### src/rtl/iq_rsz_pkg.sv
package iq_rsz_pkg;

  // Resize decision taken at a quantum boundary.
  typedef enum logic [1:0] {
    RSZ_HOLD   = 2'd0,
    RSZ_SHRINK = 2'd1,
    RSZ_GROW   = 2'd2
  } rsz_op_e;

endpackage

### src/rtl/iq_rsz_window.sv
// Quantum timer: marks the last cycle of each quantum and every
// GROW_EVERY-th such boundary.
module iq_rsz_window #(
  parameter int QUANT_W    = 12,
  parameter int GROW_EVERY = 5
) (
  input  logic               clk,
  input  logic               rst_n,
  input  logic               run,
  input  logic [QUANT_W-1:0] qlen,
  output logic               boundary,
  output logic               grow_slot
);

  localparam int QN_W = (GROW_EVERY > 1) ? $clog2(GROW_EVERY) : 1;
  localparam logic [QN_W-1:0] QN_LAST = QN_W'(GROW_EVERY - 1);

  logic [QUANT_W-1:0] qcnt_q, qcnt_d;
  logic [QN_W-1:0]    qnum_q, qnum_d;
  logic [QUANT_W-1:0] last_cycle;

  always_comb begin
    last_cycle = (qlen == '0) ? '0 : qlen - 1'b1;
    boundary   = run && (qcnt_q == last_cycle);
    grow_slot  = boundary && (qnum_q == QN_LAST);
  end

  always_comb begin
    qcnt_d = qcnt_q;
    qnum_d = qnum_q;
    if (run) begin
      if (boundary) begin
        qcnt_d = '0;
        qnum_d = (qnum_q == QN_LAST) ? '0 : qnum_q + 1'b1;
      end else begin
        qcnt_d = qcnt_q + 1'b1;
      end
    end
  end

  always_ff @(posedge clk or negedge rst_n) begin
    if (!rst_n) begin
      qcnt_q <= '0;
      qnum_q <= '0;
    end else if (run) begin
      qcnt_q <= qcnt_d;
      qnum_q <= qnum_d;
    end
  end

endmodule

### src/rtl/iq_rsz_flags.sv
// One marker bit per reorder-buffer slot; clear on dispatch wins over set.
module iq_rsz_flags #(
  parameter int ROB_DEPTH = 32,
  localparam int ROB_W    = $clog2(ROB_DEPTH)
) (
  input  logic             clk,
  input  logic             rst_n,
  input  logic             clr_en,
  input  logic [ROB_W-1:0] clr_idx,
  input  logic             set_en,
  input  logic [ROB_W-1:0] set_idx,
  input  logic [ROB_W-1:0] rd_idx,
  output logic             rd_flag
);

  logic [ROB_DEPTH-1:0] flag_q, flag_d;
  logic [ROB_DEPTH-1:0] flag_we;

  for (genvar g = 0; g < ROB_DEPTH; g++) begin : g_slot
    logic hit_set, hit_clr;
    always_comb begin
      hit_set    = set_en && (set_idx == ROB_W'(g));
      hit_clr    = clr_en && (clr_idx == ROB_W'(g));
      flag_we[g] = hit_set || hit_clr;
      flag_d[g]  = hit_set && !hit_clr;
    end

    always_ff @(posedge clk or negedge rst_n) begin
      if (!rst_n) begin
        flag_q[g] <= 1'b0;
      end else if (flag_we[g]) begin
        flag_q[g] <= flag_d[g];
      end
    end
  end

  assign rd_flag = flag_q[rd_idx];

endmodule

### src/rtl/iq_rsz_occ.sv
// Per-portion occupancy counters; a portion is busy while it holds entries.
module iq_rsz_occ #(
  parameter int NUM_PORTIONS    = 4,
  parameter int PORTION_ENTRIES = 8,
  localparam int PORT_W         = (NUM_PORTIONS > 1) ? $clog2(NUM_PORTIONS) : 1
) (
  input  logic                    clk,
  input  logic                    rst_n,
  input  logic                    inc_en,
  input  logic [PORT_W-1:0]       inc_idx,
  input  logic                    dec_en,
  input  logic [PORT_W-1:0]       dec_idx,
  output logic [NUM_PORTIONS-1:0] busy
);

  localparam int OCC_W = $clog2(PORTION_ENTRIES + 1);
  localparam logic [OCC_W-1:0] OCC_FULL = OCC_W'(PORTION_ENTRIES);

  for (genvar g = 0; g < NUM_PORTIONS; g++) begin : g_port
    logic [OCC_W-1:0] cnt_q, cnt_d;
    logic             up, down, cnt_we;

    always_comb begin
      up     = inc_en && (inc_idx == PORT_W'(g));
      down   = dec_en && (dec_idx == PORT_W'(g));
      cnt_d  = cnt_q;
      cnt_we = 1'b0;
      if (up && !down && (cnt_q != OCC_FULL)) begin
        cnt_d  = cnt_q + 1'b1;
        cnt_we = 1'b1;
      end else if (down && !up && (cnt_q != '0)) begin
        cnt_d  = cnt_q - 1'b1;
        cnt_we = 1'b1;
      end
    end

    always_ff @(posedge clk or negedge rst_n) begin
      if (!rst_n) begin
        cnt_q <= '0;
      end else if (cnt_we) begin
        cnt_q <= cnt_d;
      end
    end

    assign busy[g] = (cnt_q != '0);
  end

endmodule

### src/rtl/iq_rsz_policy.sv
// Hit counter and size register: decides shrink / grow at quantum ends.
module iq_rsz_policy
  import iq_rsz_pkg::*;
#(
  parameter int NUM_PORTIONS = 4,
  parameter int HIT_W        = 8,
  localparam int SIZE_W      = $clog2(NUM_PORTIONS + 1)
) (
  input  logic              clk,
  input  logic              rst_n,
  input  logic              boundary,
  input  logic              grow_slot,
  input  logic              hit,
  input  logic [HIT_W-1:0]  thr,
  output logic [SIZE_W-1:0] size,
  output rsz_op_e           op
);

  localparam logic [SIZE_W-1:0] SIZE_MAX = SIZE_W'(NUM_PORTIONS);
  localparam logic [SIZE_W-1:0] SIZE_MIN = SIZE_W'(1);
  localparam logic [HIT_W-1:0]  HIT_SAT  = '1;

  logic [HIT_W-1:0]  hits_q, hits_d;
  logic [SIZE_W-1:0] size_q, size_d;
  logic [HIT_W:0]    hit_total;
  logic              hits_we, size_we;

  always_comb begin
    hit_total = {1'b0, hits_q} + {{HIT_W{1'b0}}, hit};
    op        = RSZ_HOLD;
    if (boundary) begin
      if (grow_slot && (size_q < SIZE_MAX)) begin
        op = RSZ_GROW;
      end else if ((hit_total < {1'b0, thr}) && (size_q > SIZE_MIN)) begin
        op = RSZ_SHRINK;
      end
    end
  end

  always_comb begin
    hits_d  = hits_q;
    hits_we = 1'b0;
    if (boundary) begin
      hits_d  = '0;
      hits_we = 1'b1;
    end else if (hit && (hits_q != HIT_SAT)) begin
      hits_d  = hits_q + 1'b1;
      hits_we = 1'b1;
    end
  end

  always_comb begin
    size_d  = size_q;
    size_we = 1'b0;
    unique case (op)
      RSZ_GROW: begin
        size_d  = size_q + 1'b1;
        size_we = 1'b1;
      end
      RSZ_SHRINK: begin
        size_d  = size_q - 1'b1;
        size_we = 1'b1;
      end
      default: begin
        size_d  = size_q;
        size_we = 1'b0;
      end
    endcase
  end

  always_ff @(posedge clk or negedge rst_n) begin
    if (!rst_n) begin
      hits_q <= '0;
    end else if (hits_we) begin
      hits_q <= hits_d;
    end
  end

  always_ff @(posedge clk or negedge rst_n) begin
    if (!rst_n) begin
      size_q <= SIZE_MAX;
    end else if (size_we) begin
      size_q <= size_d;
    end
  end

  assign size = size_q;

endmodule

### src/rtl/iq_portion_resizer.sv
module iq_portion_resizer
  import iq_rsz_pkg::*;
#(
  parameter int NUM_PORTIONS    = 4,
  parameter int PORTION_ENTRIES = 8,
  parameter int ROB_DEPTH       = 32,
  parameter int QUANT_W         = 12,
  parameter int HIT_W           = 8,
  parameter int GROW_EVERY      = 5,
  localparam int PORT_W         = (NUM_PORTIONS > 1) ? $clog2(NUM_PORTIONS) : 1,
  localparam int ROB_W          = $clog2(ROB_DEPTH),
  localparam int SIZE_W         = $clog2(NUM_PORTIONS + 1)
) (
  input  logic                    clk,
  input  logic                    rst_n,
  input  logic [QUANT_W-1:0]      cfg_quantum_len,
  input  logic [HIT_W-1:0]        cfg_shrink_thr,
  input  logic                    disp_valid,
  input  logic [PORT_W-1:0]       disp_portion,
  input  logic [ROB_W-1:0]        disp_rob_idx,
  input  logic                    iss_valid,
  input  logic [PORT_W-1:0]       iss_portion,
  input  logic [ROB_W-1:0]        iss_rob_idx,
  input  logic [ROB_W-1:0]        flag_rd_idx,
  output logic                    flag_rd,
  output logic [SIZE_W-1:0]       size,
  output logic [NUM_PORTIONS-1:0] disp_mask,
  output logic [NUM_PORTIONS-1:0] en_mask
);

  localparam logic [SIZE_W-1:0] SIZE_ONE = SIZE_W'(1);

  // Configuration captured once after reset.
  logic               cfg_taken_q;
  logic [QUANT_W-1:0] qlen_q;
  logic [HIT_W-1:0]   thr_q;

  always_ff @(posedge clk or negedge rst_n) begin
    if (!rst_n) begin
      cfg_taken_q <= 1'b0;
      qlen_q      <= '0;
      thr_q       <= '0;
    end else if (!cfg_taken_q) begin
      cfg_taken_q <= 1'b1;
      qlen_q      <= cfg_quantum_len;
      thr_q       <= cfg_shrink_thr;
    end
  end

  logic                    boundary;
  logic                    grow_slot;
  logic [SIZE_W-1:0]       size_cur;
  logic [SIZE_W-1:0]       youngest;
  logic                    young_hit;
  logic                    disp_ok;
  logic [NUM_PORTIONS-1:0] busy;
  rsz_op_e                 rsz_op;

  always_comb begin
    youngest  = size_cur - SIZE_ONE;
    young_hit = iss_valid && (SIZE_W'(iss_portion) == youngest);
    disp_ok   = disp_valid && (SIZE_W'(disp_portion) < size_cur);
  end

  iq_rsz_window #(
    .QUANT_W   (QUANT_W),
    .GROW_EVERY(GROW_EVERY)
  ) u_window (
    .clk      (clk),
    .rst_n    (rst_n),
    .run      (cfg_taken_q),
    .qlen     (qlen_q),
    .boundary (boundary),
    .grow_slot(grow_slot)
  );

  iq_rsz_policy #(
    .NUM_PORTIONS(NUM_PORTIONS),
    .HIT_W       (HIT_W)
  ) u_policy (
    .clk      (clk),
    .rst_n    (rst_n),
    .boundary (boundary),
    .grow_slot(grow_slot),
    .hit      (young_hit),
    .thr      (thr_q),
    .size     (size_cur),
    .op       (rsz_op)
  );

  iq_rsz_flags #(
    .ROB_DEPTH(ROB_DEPTH)
  ) u_flags (
    .clk    (clk),
    .rst_n  (rst_n),
    .clr_en (disp_ok),
    .clr_idx(disp_rob_idx),
    .set_en (young_hit),
    .set_idx(iss_rob_idx),
    .rd_idx (flag_rd_idx),
    .rd_flag(flag_rd)
  );

  iq_rsz_occ #(
    .NUM_PORTIONS   (NUM_PORTIONS),
    .PORTION_ENTRIES(PORTION_ENTRIES)
  ) u_occ (
    .clk    (clk),
    .rst_n  (rst_n),
    .inc_en (disp_ok),
    .inc_idx(disp_portion),
    .dec_en (iss_valid),
    .dec_idx(iss_portion),
    .busy   (busy)
  );

  for (genvar g = 0; g < NUM_PORTIONS; g++) begin : g_mask
    assign disp_mask[g] = (size_cur > SIZE_W'(g));
    assign en_mask[g]   = disp_mask[g] || busy[g];
  end

  assign size = size_cur;

endmodule

### config.mk
export PLATFORM = sky130hd
export DESIGN_NAME = iq_portion_resizer
export DESIGN_NICKNAME = d
export VERILOG_FILES = /design/src/rtl/iq_rsz_pkg.sv /design/src/rtl/iq_rsz_window.sv /design/src/rtl/iq_rsz_flags.sv /design/src/rtl/iq_rsz_occ.sv /design/src/rtl/iq_rsz_policy.sv /design/src/rtl/iq_portion_resizer.sv
export SDC_FILE = /design/constraint.sdc
export NUM_CORES = 1
export LEC_CHECK = 0
export BUFFER_PORTS_ARGS = -buffer_cell sky130_fd_sc_hd__buf_2
export CAP_MARGIN = 30
export CORE_MARGIN = 3
export CORE_UTILIZATION = 28
export DETAILED_ROUTE_END_ITERATION = 10
export PLACE_DENSITY = 0.43
export SLEW_MARGIN = 20
export SYNTH_ARGS = -nofsm -noshare
export SYNTH_HDL_FRONTEND = slang
export SYNTH_HIERARCHICAL = 1
export SYNTH_SLANG_ARGS = --single-unit
### constraint.sdc
create_clock -name clk -period 11.3 [get_ports clk]
set_clock_uncertainty 0.1 [all_clocks]
set_input_delay 2.26 -clock clk [delete_from_list [all_inputs] [get_ports clk]]
set_output_delay 2.26 -clock clk [all_outputs]
set_load 0.1 [all_outputs]
==> results.py <==
metrics = {
    "clock_network": {
        "cts_tree": "done",
        "cts.clk_slew.worst_paths_ns": 0.06,
        "h-tree-depth": 3,
        "post_cts_resized": 0,
        "cts_hold_buf": 0,
        "post_cts_buffers": 0,
        "cts_sinks": 95,
        "clockBufferDepth": 2,
        "numCtsBuffers": 9,
        "cts_root_buf": "clkbuf_16",
        "worstSkewPairLatency_ns": 0.36,
    },
    "critical_path": {
        "worstSetupPathType": "input port to primary output",
        "worstRegToRegCells": 16,
        "startpoint_type": "input port",
        "slowest_delay_ns": 0.43,
        "cp_cell_sequence": "buf_2 -> mux2i_1 -> a22oi_1 -> nand4b_1 -> a21oi_1 -> a311o_1 -> buf_2",
        "slowest_stage": "buf_2",
        "crit_arrival_ns": 3.85,
        "r2r_slack_ns": 6.78,
        "setup.worst_path.end": "flag_rd",
        "cp.required_ns": 8.94,
        "cp_max_fo": 16,
        "crit_start": "flag_rd_idx[1]",
        "timing.rr.start": "qlen_q[0]",
        "cp_common_cell": "buf_2",
        "cp-end-kind": "primary output",
        "timing.rr.end": "u_policy/size[2]",
    },
    "finish": {
        "syn_to_final_growth_pct": 13.4,
        "final_core_util_pct": 32.9,
        "final_area_sq_um": 7050,
        "fill_cells": 2203,
        "num_antenna_cells": 0,
        "drive_gt1_share_pct": 17.8,
        "nNetsFinal": 764,
    },
    "pwr": {
        "p_leak_nw": 3.01,
        "p_clk_share_pct": 26.2,
        "p_sw_share_pct": 36.7,
        "powerDensity_nw_per_um2": 170,
        "p_seq_share_pct": 42.2,
        "comb_power_share_pct": 31.7,
        "ir_drop_mv": 0.0710,
        "switchingPower_uw": 439,
        "p_int_uw": 757,
    },
    "yosys": {
        "synth_area_sq_um": 6220,
        "yosysWarnings": 6,
        "syn_inst": 639,
        "postSynthAreaPerCell_sq_um": 9.73,
        "synth_nets": 716,
    },
    "timing": {
        "timing.final.crit_share_pct": 55.0,
        "maxSlewViolCount": 0,
        "timing.hold.ws_ns": 0.406,
        "hold_viol": 0,
        "max_freq_mhz": 161,
        "rsz0062_at_grt": "no",
        "fin_tns_setup_ns": 0,
        "slew_headroom_pct": 41.3,
        "finalCriticalPeriod_ns": 6.21,
        "setup_violations": 0,
        "worst_pin_slew_ns": 0.879,
    },
    "floorplanning": {
        "chipHeight_microns": 155,
        "initial_core_util_pct": 29.0,
        "core.rowCount": 53,
        "die_x_microns": 155,
        "core_sq_um": 21400,
        "die_area_sq_um": 24000,
        "io_pins": 55,
    },
    "worst_hold_path": {
        "hp-class": "register to register",
        "hold_depth": 1,
    },
    "routing": {
        "drt_iter0_drc": 246,
        "first_pass_iters": 5,
        "post_drt_wl_per_cell_microns": 15.8,
        "via_per_inst": 5.10,
        "drt-total-wl_mm": 15.2,
        "drc_errors": 0,
        "ant_nets": 0,
        "vias": 4929,
    },
    "placed_design": {
        "place_congestion": 0.816,
        "numPortBuffers": 54,
        "hpwl_mm": 11.2,
        "place_area_sq_um": 6740,
    },
    "global_routing": {
        "grt_max_degree": 41,
        "grt_pass1_wl_mm": 25.3,
        "overflow": 0,
        "grt_usage_pct": 12.9,
        "grt_pass1_vias": 4981,
        "antenna_found_initial": 0,
    },
    "job": {
        "drv_cap": 0,
    },
    "run_status": {
        "status": "finished, final reports clean",
    },
}
sequential cells by signal (all words and copies together) (netlist names):
name and flops:
u_policy/size 3, u_flags/flag_q 32, u_window/qcnt_q 12, qlen_q 12, cfg_taken_q 1, u_window/qnum_q 3
u_policy/hits_q 8, u_occ/g_port.cnt_q 16, thr_q 8
critical path, delay by kind of cell:
family | cells | cell delay, ns
buf+inv | 2 | 0.81
simple gates | 1 | 0.12
mux | 1 | 0.18
compound gates | 3 | 0.48
cells in the final DEF, fill, tap and decap left out, drive strengths merged, types with 3 or more instances in the layout:
cell     n
or3      3
o21ai   11
nand3   15
nor3    24
nand4   10
or2      4
nand2   39
nor2    54
nor2b   12
or4      3
and3     5
inv     20
dfrtp   94
nand3b   4
nor3b    4
fa       4
a21o     4
xor2    16
a21oi   79
xnor2   33
a22oi    7
nand2b  15
nor4     8
and3b    3
buf     59
o21a     5
mux2i   33
a211oi   8
or3b     3
and2     7
mux2    27
o31ai    3
ha      30
clkbuf  13
per-layer routing:
layer  up-vias  GRT usage [%]  share of wire (%)  routed length [microns]
li1       2395              -                  -                        -
met1      2401           17.2                 47                     7180
met2       118           21.0                 47                     7100
met3        15           3.23                5.2                      793
met4         0           3.24                1.1                      172
met5         -              0                  0                        0
how the worst min path moves through the flow:
| stage | start | end | slack, ns |
|---|---|---|---|
| after floorplan | thr_q[0] | thr_q[0] | 0.37 |
| after global placement | thr_q[0] | thr_q[0] | 0.40 |
| after detailed placement | thr_q[0] | thr_q[0] | 0.40 |
| after CTS | thr_q[6] | thr_q[6] | 0.41 |
| after global routing | thr_q[0] | thr_q[0] | 0.42 |
| final | thr_q[6] | thr_q[6] | 0.41 |
final cells by class:
| class | instances | area [sq um] | area share [%] |
|---|---|---|---|
| multi-input combinational | 502 | 3620 | 51.4 |
| sequential | 95 | 2380 | 33.7 |
| tap | 275 | 344 | 4.88 |
| timing repair buffer | 59 | 323 | 4.58 |
| clock buffer | 13 | 280 | 3.98 |
| inverter | 20 | 75.1 | 1.07 |
| clock inverter | 3 | 25.0 | 0.355 |
per-stage QoR:
stage | cells | power (mW) | worst slack, ns
final | 967 | 1.20 | 5.09
after CTS | 967 | 1.21 | 5.09
after global placement | 950 | 0.874 | 5.18
after global routing | 967 | 1.28 | 4.99
after floorplan | 639 | 0.793 | 5.20
after detailed placement | 951 | 0.890 | 5.10
power groups by stage:
stage               clock network (mW)  registers [mW]  logic [mW]
global route                     0.338           0.519       0.424
global placement                     0           0.510       0.365
finish                           0.313           0.504       0.379
detailed placement                   0           0.509       0.380
floorplan                            0           0.474       0.319
CTS                              0.325           0.504       0.384
Note: power is estimated with default switching activity, not from simulation.
